`config.mk`:
```
export PLATFORM = sky130hd
export DESIGN_NAME = dma_req_arbiter
export DESIGN_NICKNAME = d
export VERILOG_FILES = /design/src/rtl/dma_arb_pkg.sv /design/src/rtl/dma_req_mux.sv /design/src/rtl/dma_prio_pick.sv /design/src/rtl/dma_grant_hold.sv /design/src/rtl/dma_req_arbiter.sv
export SDC_FILE = /design/constraint.sdc
export NUM_CORES = 1
export LEC_CHECK = 0
export BUFFER_PORTS_ARGS = -buffer_cell sky130_fd_sc_hd__buf_2
export CAP_MARGIN = 10
export CORE_ASPECT_RATIO = 0.7
export CORE_MARGIN = 2
export CORE_UTILIZATION = 30
export DETAILED_ROUTE_END_ITERATION = 7
export RECOVER_POWER = 100
export SETUP_SLACK_MARGIN = 0.3
export SKIP_CTS_REPAIR_TIMING = 1
export SYNTH_ARGS = -nofsm -noshare
export SYNTH_HDL_FRONTEND = slang
export SYNTH_HIERARCHICAL = 1
export SYNTH_SLANG_ARGS = --single-unit
```
`constraint.sdc`:
```
create_clock -name clk -period 5 [get_ports clk]
set_input_delay 1 -clock clk [delete_from_list [all_inputs] [get_ports clk]]
set_output_delay 1 -clock clk [all_outputs]
set_load 0.005 [all_outputs]
```
`src/rtl/dma_arb_pkg.sv`:
```
package dma_arb_pkg;
   // Picker structure variants selectable by parameter
   localparam int PICK_LINEAR = 0;  // sequential scan, strict-greater keeps lowest index
   localparam int PICK_LEVEL  = 1;  // per-level masks, then lowest-set-bit isolate

   // Port roles
   localparam int PORT_MEM = 0;
   localparam int PORT_PER = 1;

   // Software priority encoding for the default 2-bit field
   typedef enum logic [1:0] {
      PRIO_LOW   = 2'b00,
      PRIO_MED   = 2'b01,
      PRIO_HIGH  = 2'b10,
      PRIO_ULTRA = 2'b11
   } prio_lvl_e;
endpackage

```
`src/rtl/dma_req_mux.sv`:
```
module dma_req_mux #(
   parameter int SEL_W = 3,
   localparam int NUM_SRC = 1 << SEL_W
) (
   input  logic [NUM_SRC-1:0] src_i,
   input  logic [SEL_W-1:0]   sel_i,
   input  logic               en_i,
   output logic               req_o
);
   // One channel: choose its source line, then gate by enable
   always_comb begin
      req_o = en_i & src_i[sel_i];
   end
endmodule

```
`src/rtl/dma_prio_pick.sv`:
```
module dma_prio_pick
   import dma_arb_pkg::*;
#(
   parameter int NUM_CH = 8,
   parameter int PRIO_W = 2,
   parameter int STYLE  = PICK_LEVEL,
   localparam int NUM_LVL = 1 << PRIO_W
) (
   input  logic [NUM_CH-1:0]        req_i,
   input  logic [NUM_CH*PRIO_W-1:0] prio_i,
   output logic [NUM_CH-1:0]        win_o
);
   generate
      if (STYLE == PICK_LINEAR) begin : g_linear
         logic [PRIO_W-1:0] best_p;
         logic              found;
         always_comb begin
            win_o  = '0;
            best_p = '0;
            found  = 1'b0;
            for (int c = 0; c < NUM_CH; c++) begin
               if (req_i[c] && (!found || prio_i[c*PRIO_W +: PRIO_W] > best_p)) begin
                  found  = 1'b1;
                  best_p = prio_i[c*PRIO_W +: PRIO_W];
                  win_o  = '0;
                  win_o[c] = 1'b1;
               end
            end
         end
      end else begin : g_level
         logic [NUM_LVL-1:0][NUM_CH-1:0] lvl_req;
         logic [NUM_CH-1:0]              top_set;
         for (genvar l = 0; l < NUM_LVL; l++) begin : g_lvl
            for (genvar c = 0; c < NUM_CH; c++) begin : g_ch
               assign lvl_req[l][c] = req_i[c] &&
                                      (prio_i[c*PRIO_W +: PRIO_W] == PRIO_W'(l));
            end
         end
         always_comb begin
            top_set = '0;
            for (int l = 0; l < NUM_LVL; l++) begin
               if (|lvl_req[l]) top_set = lvl_req[l];
            end
            win_o = top_set & (~top_set + NUM_CH'(1));
         end
      end
   endgenerate
endmodule

```
`src/rtl/dma_grant_hold.sv`:
```
module dma_grant_hold #(
   parameter int NUM_CH = 8
) (
   input  logic              clk,
   input  logic              rst_n,
   input  logic [NUM_CH-1:0] elig_i,
   input  logic [NUM_CH-1:0] win_i,
   input  logic              done_i,
   output logic [NUM_CH-1:0] gnt_o,
   output logic              vld_o
);
   logic [NUM_CH-1:0] gnt_q;
   logic              vld_q;
   logic              take;

   assign take  = !vld_q || done_i;
   assign gnt_o = gnt_q;
   assign vld_o = vld_q;

   always_ff @(posedge clk) begin
      if (!rst_n) begin
         gnt_q <= '0;
         vld_q <= 1'b0;
      end else if (take) begin
         gnt_q <= win_i;
         vld_q <= |win_i;
      end
   end

   // a valid grant names exactly one channel
   a_r5_onehot: assert property (@(posedge clk) disable iff (!rst_n)
      vld_q |-> ($countones(gnt_q) == 1));

   // no grant means an all-zero vector
   a_r8_idle_zero: assert property (@(posedge clk) disable iff (!rst_n)
      !vld_q |-> (gnt_q == '0));

   // held grant stays put until done
   a_r6_hold: assert property (@(posedge clk) disable iff (!rst_n)
      (vld_q && !done_i) |=> (vld_q && $stable(gnt_q)));

   // rearbitration with nobody eligible goes idle
   a_r7_done_empty: assert property (@(posedge clk) disable iff (!rst_n)
      (take && !(|elig_i)) |=> !vld_q);

   // a new grant goes to a channel that was eligible
   a_r2_gnt_eligible: assert property (@(posedge clk) disable iff (!rst_n)
      (take && (|elig_i)) |=> (vld_q && ((gnt_q & $past(elig_i)) != '0)));
endmodule

```
`src/rtl/dma_req_arbiter.sv`:
```
module dma_req_arbiter
   import dma_arb_pkg::*;
#(
   parameter int NUM_CH     = 8,
   parameter int SEL_W      = 3,
   parameter int PRIO_W     = 2,
   parameter int NUM_PORTS  = 2,
   parameter int PICK_STYLE = PICK_LEVEL,
   localparam int NUM_SRC   = 1 << SEL_W
) (
   input  logic                          clk,
   input  logic                          rst_n,
   input  logic [NUM_CH*NUM_SRC-1:0]     src_req_i,
   input  logic [NUM_CH-1:0]             ch_en_i,
   input  logic [NUM_CH*SEL_W-1:0]       ch_sel_i,
   input  logic [NUM_CH*PRIO_W-1:0]      ch_prio_i,
   input  logic [NUM_PORTS-1:0]          done_i,
   output logic [NUM_PORTS*NUM_CH-1:0]   gnt_o,
   output logic [NUM_PORTS-1:0]          gnt_vld_o
);
   // Elaboration-time parameter checks
   generate
      if (NUM_CH < 2) begin : g_bad_ch
         $error("NUM_CH must be at least 2");
      end
      if (SEL_W < 1 || SEL_W > 6) begin : g_bad_sel
         $error("SEL_W must be in 1..6");
      end
      if (PRIO_W < 1 || PRIO_W > 4) begin : g_bad_prio
         $error("PRIO_W must be in 1..4");
      end
      if (NUM_PORTS < 1) begin : g_bad_ports
         $error("NUM_PORTS must be at least 1");
      end
      if (PICK_STYLE != PICK_LINEAR && PICK_STYLE != PICK_LEVEL) begin : g_bad_style
         $error("PICK_STYLE unknown");
      end
   endgenerate

   logic [NUM_CH-1:0] ch_req;

   // Per-channel source selection and enable gating
   generate
      for (genvar c = 0; c < NUM_CH; c++) begin : g_chan
         dma_req_mux #(.SEL_W(SEL_W)) u_mux (
            .src_i (src_req_i[c*NUM_SRC +: NUM_SRC]),
            .sel_i (ch_sel_i[c*SEL_W +: SEL_W]),
            .en_i  (ch_en_i[c]),
            .req_o (ch_req[c])
         );
      end
   endgenerate

   // One independent picker and grant register per port
   generate
      for (genvar p = 0; p < NUM_PORTS; p++) begin : g_port
         logic [NUM_CH-1:0] win;

         dma_prio_pick #(
            .NUM_CH (NUM_CH),
            .PRIO_W (PRIO_W),
            .STYLE  (PICK_STYLE)
         ) u_pick (
            .req_i  (ch_req),
            .prio_i (ch_prio_i),
            .win_o  (win)
         );

         dma_grant_hold #(.NUM_CH(NUM_CH)) u_hold (
            .clk    (clk),
            .rst_n  (rst_n),
            .elig_i (ch_req),
            .win_i  (win),
            .done_i (done_i[p]),
            .gnt_o  (gnt_o[p*NUM_CH +: NUM_CH]),
            .vld_o  (gnt_vld_o[p])
         );
      end
   endgenerate
endmodule

```
* Word level (Yosys, flattened, before mapping) *
Cells that the tools add are included.

word-level totals
  input bits = 116
  register bits = 18
  logic and storage cells = 116
  output and inout port bits = 18

operators by class
  bitwise gates (word level) = 10
  reductions and logical operators = 49
  $add $sub $neg = 1
  multiplexer cells = 20
  eq/ne operators = 24
  magnitude comparators = 8

operator list
  cell                 number
  $reduce_or 8->1      5
  $eq 2x2->1 const B   16
  $logic_and 1x1->1    32
  $lt 3x4->1 const B   8
  $mux 8               4
  $bmux 1 s3           8
  $eq 2x1->1 const B   8
  $logic_not 2->1      8
  $add 8x1->8 const B  1
  $and 1x1->1          8
  $and 8x8->8          1
  $mux 1               8
  $not 8->8            1
  $logic_not 1->1      2
  $logic_or 1x1->1     2

* Longest topological paths before layout *
  depth after elaboration = 13
  depth in mapped cells = 12
  gate-level depth less buffers = 12

* Modules after synthesis *
Netlist, hierarchy kept.

modules (own cells, without submodules)
  module          area an instance (um^2)  cells each  instances  seq. area each (um^2)
  dma_prio_pick   609.3                    88          2          0.0
  dma_grant_hold  325.3                    41          2          180.2
  dma_req_mux     71.3                     7           8          0.0

* Least setup slack after synthesis *
No wires, ideal clock.

  kind = in2reg
  from = in ch_sel_i[8]
  to = reg g_port[0].u_hold.vld_q
  cell stages on the path = 12
  path buffers = 0
  library setup time = 0.075 ns
  path slack = 1.163 ns
  arrival time = 3.762 ns
  required time = 4.925 ns
  cell sequence = mux4_1 nor2_1 a311oi_1 nand2_1 o22ai_1 or4_4 and2b_2 o221a_2 nand4bb_4 nor4bb_2 nor4_1 a31oi_1

on the way
  cells in the longest elaborated chain, start to end = 13
  elaborated cells on any way between the ends = 19
  classes of those cells = add/sub: 1; mux: 6; bitwise: 3; reduce/logical: 9

ends and longest elaborated chain
  item                            line                   RTL
  from (decl)                     dma_req_arbiter.sv:15  input logic [NUM_CH*SEL_W-1:0] ch_sel_i,
  $bmux 1 s3 *                    dma_req_mux.sv:12      req_o = en_i & src_i[sel_i];
  $mux 1 (implied by the code) *  dma_req_mux.sv:12
  $and 1x1->1 *                   dma_req_mux.sv:12
  via ch_req[2]                   dma_req_arbiter.sv:40  logic [NUM_CH-1:0] ch_req;
  $logic_and 1x1->1               dma_prio_pick.sv:35    assign lvl_req[l][c] = req_i[c] &&
  $reduce_or 8->1                 dma_prio_pick.sv:42    if (|lvl_req[l]) top_set = lvl_req[l];
  $mux 8 (3 in series)            dma_prio_pick.sv:42
  $mux 8 *                        dma_prio_pick.sv:42
  $not 8->8                       dma_prio_pick.sv:44    win_o = top_set & (~top_set + NUM_CH'(1));
  $add 8x1->8                     dma_prio_pick.sv:44
  $and 8x8->8 *                   dma_prio_pick.sv:44
  via g_port[0].win[0]            dma_req_arbiter.sv:57  logic [NUM_CH-1:0] win;
  $reduce_or 8->1 *               dma_grant_hold.sv:26   vld_q <= |win_i;
  to (signal assigned)            dma_grant_hold.sv:26
  to (decl)                       dma_grant_hold.sv:13   logic vld_q;

The timed path passes the listed nets; every way through them passes the cells marked *. The select of a mux whose other input is x is not followed.
A chain may end at the register's enable or synchronous reset.

* Worst setup path in the final report *
  from = in ch_sel_i[20]
  to = reg g_port[0].u_hold.vld_q

The elaborated chain is that of the path after synthesis.

==> flow_summary_export.csv <==
group,metric,value,unit
die,core,7870,um^2
cts,cts.root.buffer_cell,"clkbuf_16",
global_route,grt_overflow,0,
timing,finalClockSkew,1.14,ps
run,maxCapViolations,0,
cts,cts.sinks,18,
global_route,grt_pass1_wl,13700,um
synthesis,netlist_instances,314,
synthesis,synth_seq_cells,18,
worst_setup_path,worst_setup_path_start_kind,"input pin",
drt,dr.pass1.iters,4,
finish,final_common_cell,"buf_2",
synthesis,synth.avg_cell_area,7.77,um^2
placement,gp_congestion,0.990,
synthesis,synth_top_area_share,0.148,
cts,clk_pin_slew,50,ps
hold_path,hold_class,"reg -> reg",
timing,rsz0062_at_grt,"false",
synthesis,synthArstFlopShare,0,
worst_setup_path,critPathKind,"in -> reg",
pwr,ir_worst_vdd,0.151,mV
worst_setup_path,rrSetupSlack,3860,ps
drt,drtIter0Drc,152,
finish,area_growth,35.5,%
worst_setup_path,end_kind,"flip-flop",
timing,fin_crit_sh,0.851,
worst_setup_path,crit_chain,"clkbuf_1 > mux4_1 > nor2_1 > a311oi_1 > nand2_1 > o22ai_1 > nor4_1 > nand2b_1 > a2111o_1 > o2111ai_1 > nor4bb_1 > nor4_1 > a31oi_1",
synthesis,ys_types,45,
drt,ant_nets,0,
status,outcome,"finished clean",
worst_setup_path,r2r_cells,3,
global_route,grt_max_degree,15,
synthesis,synth_fp_nets,430,
synthesis,synth_edf_count,0,
worst_setup_path,critical_path_required,5120,ps
pwr,p_total,0.000645,W
placement,io_buffers,133,
global_route,grtUsageTotal,0.183,
timing,finalSetupTns,0,ps
pwr,combPwrFrac,0.481,
pwr,p_switching,0.000227,W
worst_setup_path,critical_path.max_stage_delay,760,ps
synthesis,netlist_area,2440,um^2
finish,final_cell_mix,"buf_2, nand2_1, a21oi_1",
timing,tightest_slew,1120,ps
synthesis,synth.largest_area_cell,"dfxtp_1",
finish,drive_gt1_frac,0.336,
drt,avgViaCountPerCell,5.48,
die,rows,27,
drt,vias,3034,
hold_path,holdPathStages,2,
finish,antenna_cells,0,
worst_setup_path,crit_family,"simple AND/OR/NAND/NOR gates",
worst_setup_path,crit_fanout,8,
timing,maxSlewViolCount,0,
drt,wl_per_cell,14.8,um
pwr,leakage,1.46,nW
drt,route.detailed.drc,0,
die,die_height,79.5,um
timing,slew_headroom,0.250,
pwr,seqPwrFrac,0.248,
timing,setup_viol,0,
die,start_util,0.310,
placement,dp_hpwl,6430,um
pwr,swShare,0.351,
worst_setup_path,reg2reg_from,"g_port[1].u_hold/vld_o",
worst_setup_path,reg2reg_to,"g_port[1].u_hold/gnt_o[2]",
cts,cts_tree,"yes",
worst_setup_path,worstPathBufferInverterCount,1,
synthesis,ys_warn_count,6,
timing,finalHoldViolations,0,
die,die_x,112,um
synthesis,synthTopCellsByArea,"dfxtp_1, nand2_1, mux4_1",
pwr,p_clk_frac,0.271,
worst_setup_path,worst_path_max_delay_cell,"nor4_1",
die,dieArea,8880,um^2
cts,numCtsBuffers,3,
global_route,antenna_found_initial,0,
worst_setup_path,cp_common_cell,"nor4_1",
cts,cts-htree-levels,1,
hold_path,min_from,"g_port[1].u_hold/gnt_o[0]",
pwr,p_per_area,195,nW/um^2
finish,nets,570,
die,io_pins,134,
drt,drt-total-wl,8200,um
hold_path,whs_endpoint,"g_port[1].u_hold/gnt_o[0]",
synthesis,synthFlopType,"dfxtp_1",
timing,fin_crit,4260,ps
pwr,p_int,0.000418,W
timing,fmax,235,MHz
cts,clock_latency,250,ps
worst_setup_path,arrival,4380,ps
synthesis,ys_seq_area_frac,0.148,
cts,clk_path_buf_depth,2,
global_route,grt_pass1_vias,3021,
cells by family (layout without fill, tap and decap cells):
logic type,count (synthesis),after routing,share of synthesized area
and+or+nand+nor,144,144,0.357
AOI/OAI and AO/OA,98,98,0.283
buffers and inverters,26,165,0.0421
muxes,24,24,0.156
DFF,18,18,0.148
xor gates and xnor gates,4,4,0.0144
how the worst max path moves through the flow:
stage	start	to	cells past startpoint
global placement	ch_sel_i[20]	g_port[1].u_hold/vld_o	13
detailed placement	ch_sel_i[20]	g_port[1].u_hold/vld_o	13
global route	ch_sel_i[20]	g_port[0].u_hold/vld_o	12
CTS	ch_sel_i[20]	g_port[1].u_hold/vld_o	13
finish	ch_sel_i[20]	g_port[0].u_hold/vld_o	13
floorplan	ch_sel_i[8]	g_port[0].u_hold/vld_o	12
sequential cells by signal, summed over array words and instances (netlist names):
name,cells
g_port.u_hold/gnt_o,16
g_port.u_hold/vld_o,2
per-stage QoR:
step | instances | instance area [um^2] | util | worst slack [ps] | hold slack (ps)
3_3_place_gp | 550 | 3260 | 0.414 | 724 | 438
5_1_grt | 554 | 3310 | 0.420 | 347 | 475
6_report | 554 | 3310 | 0.420 | 743 | 448
2_1_floorplan | 314 | 2440 | - | 1160 | 448
3_5_place_dp | 550 | 3260 | 0.414 | 660 | 440
4_1_cts | 554 | 3350 | 0.425 | 901 | 448
Yosys cell counts, types with 4 or more instances:
| cell type | instances |
|---|---|
| a211oi_1 | 4 |
| a21oi_1 | 22 |
| a311oi_1 | 8 |
| a31oi_1 | 8 |
| and2b_2 | 4 |
| buf_2 | 4 |
| dfxtp_1 | 18 |
| inv_1 | 20 |
| mux2_2 | 8 |
| mux2i_1 | 8 |
| mux4_1 | 8 |
| nand2_1 | 58 |
| nand2b_1 | 12 |
| nand3_1 | 10 |
| nand3b_1 | 6 |
| nor2_1 | 16 |
| nor3b_1 | 14 |
| nor4_1 | 4 |
| o211a_1 | 4 |
| o21ai_0 | 10 |
| o22ai_1 | 10 |
| o31a_1 | 4 |
| o31ai_1 | 8 |
| xor2_1 | 4 |
per-layer routing:
| layer | global-route usage | vias to the layer above | part of all wire |
|---|---|---|---|
| met5 | 0 | - | 0 |
| met4 | 0.0210 | 0 | 0.0033 |
| met3 | 0.0402 | 4 | 0.11 |
| met2 | 0.327 | 152 | 0.47 |
| met1 | 0.235 | 1373 | 0.41 |
| li1 | - | 1505 | - |
layout make-up:
| cell class | instances | area, um^2 |
|---|---|---|
| clock buffers | 4 | 88.8 |
| well taps | 101 | 126 |
| repair buffers | 139 | 697 |
| multi-input cells | 270 | 1950 |
| inverters | 22 | 82.6 |
| fillers | 821 | 4560 |
| flip-flops and latches | 18 | 360 |
power groups by stage:
stage                     combinational, W  sequential [W]  clock [W]
after floorplan                   0.000191        0.000164          0
after global placement            0.000308        0.000163          0
after detailed placement          0.000313        0.000163          0
after CTS                         0.000315        0.000160   0.000179
after global routing              0.000342        0.000162   0.000186
final                             0.000310        0.000160   0.000175
tightest hold or removal path, stage by stage, from the launching register on:
cell and delay (ps):
dfxtp_1 300, nand2_1 50, a21oi_1 50
Note: power is estimated with default switching activity, not from simulation.
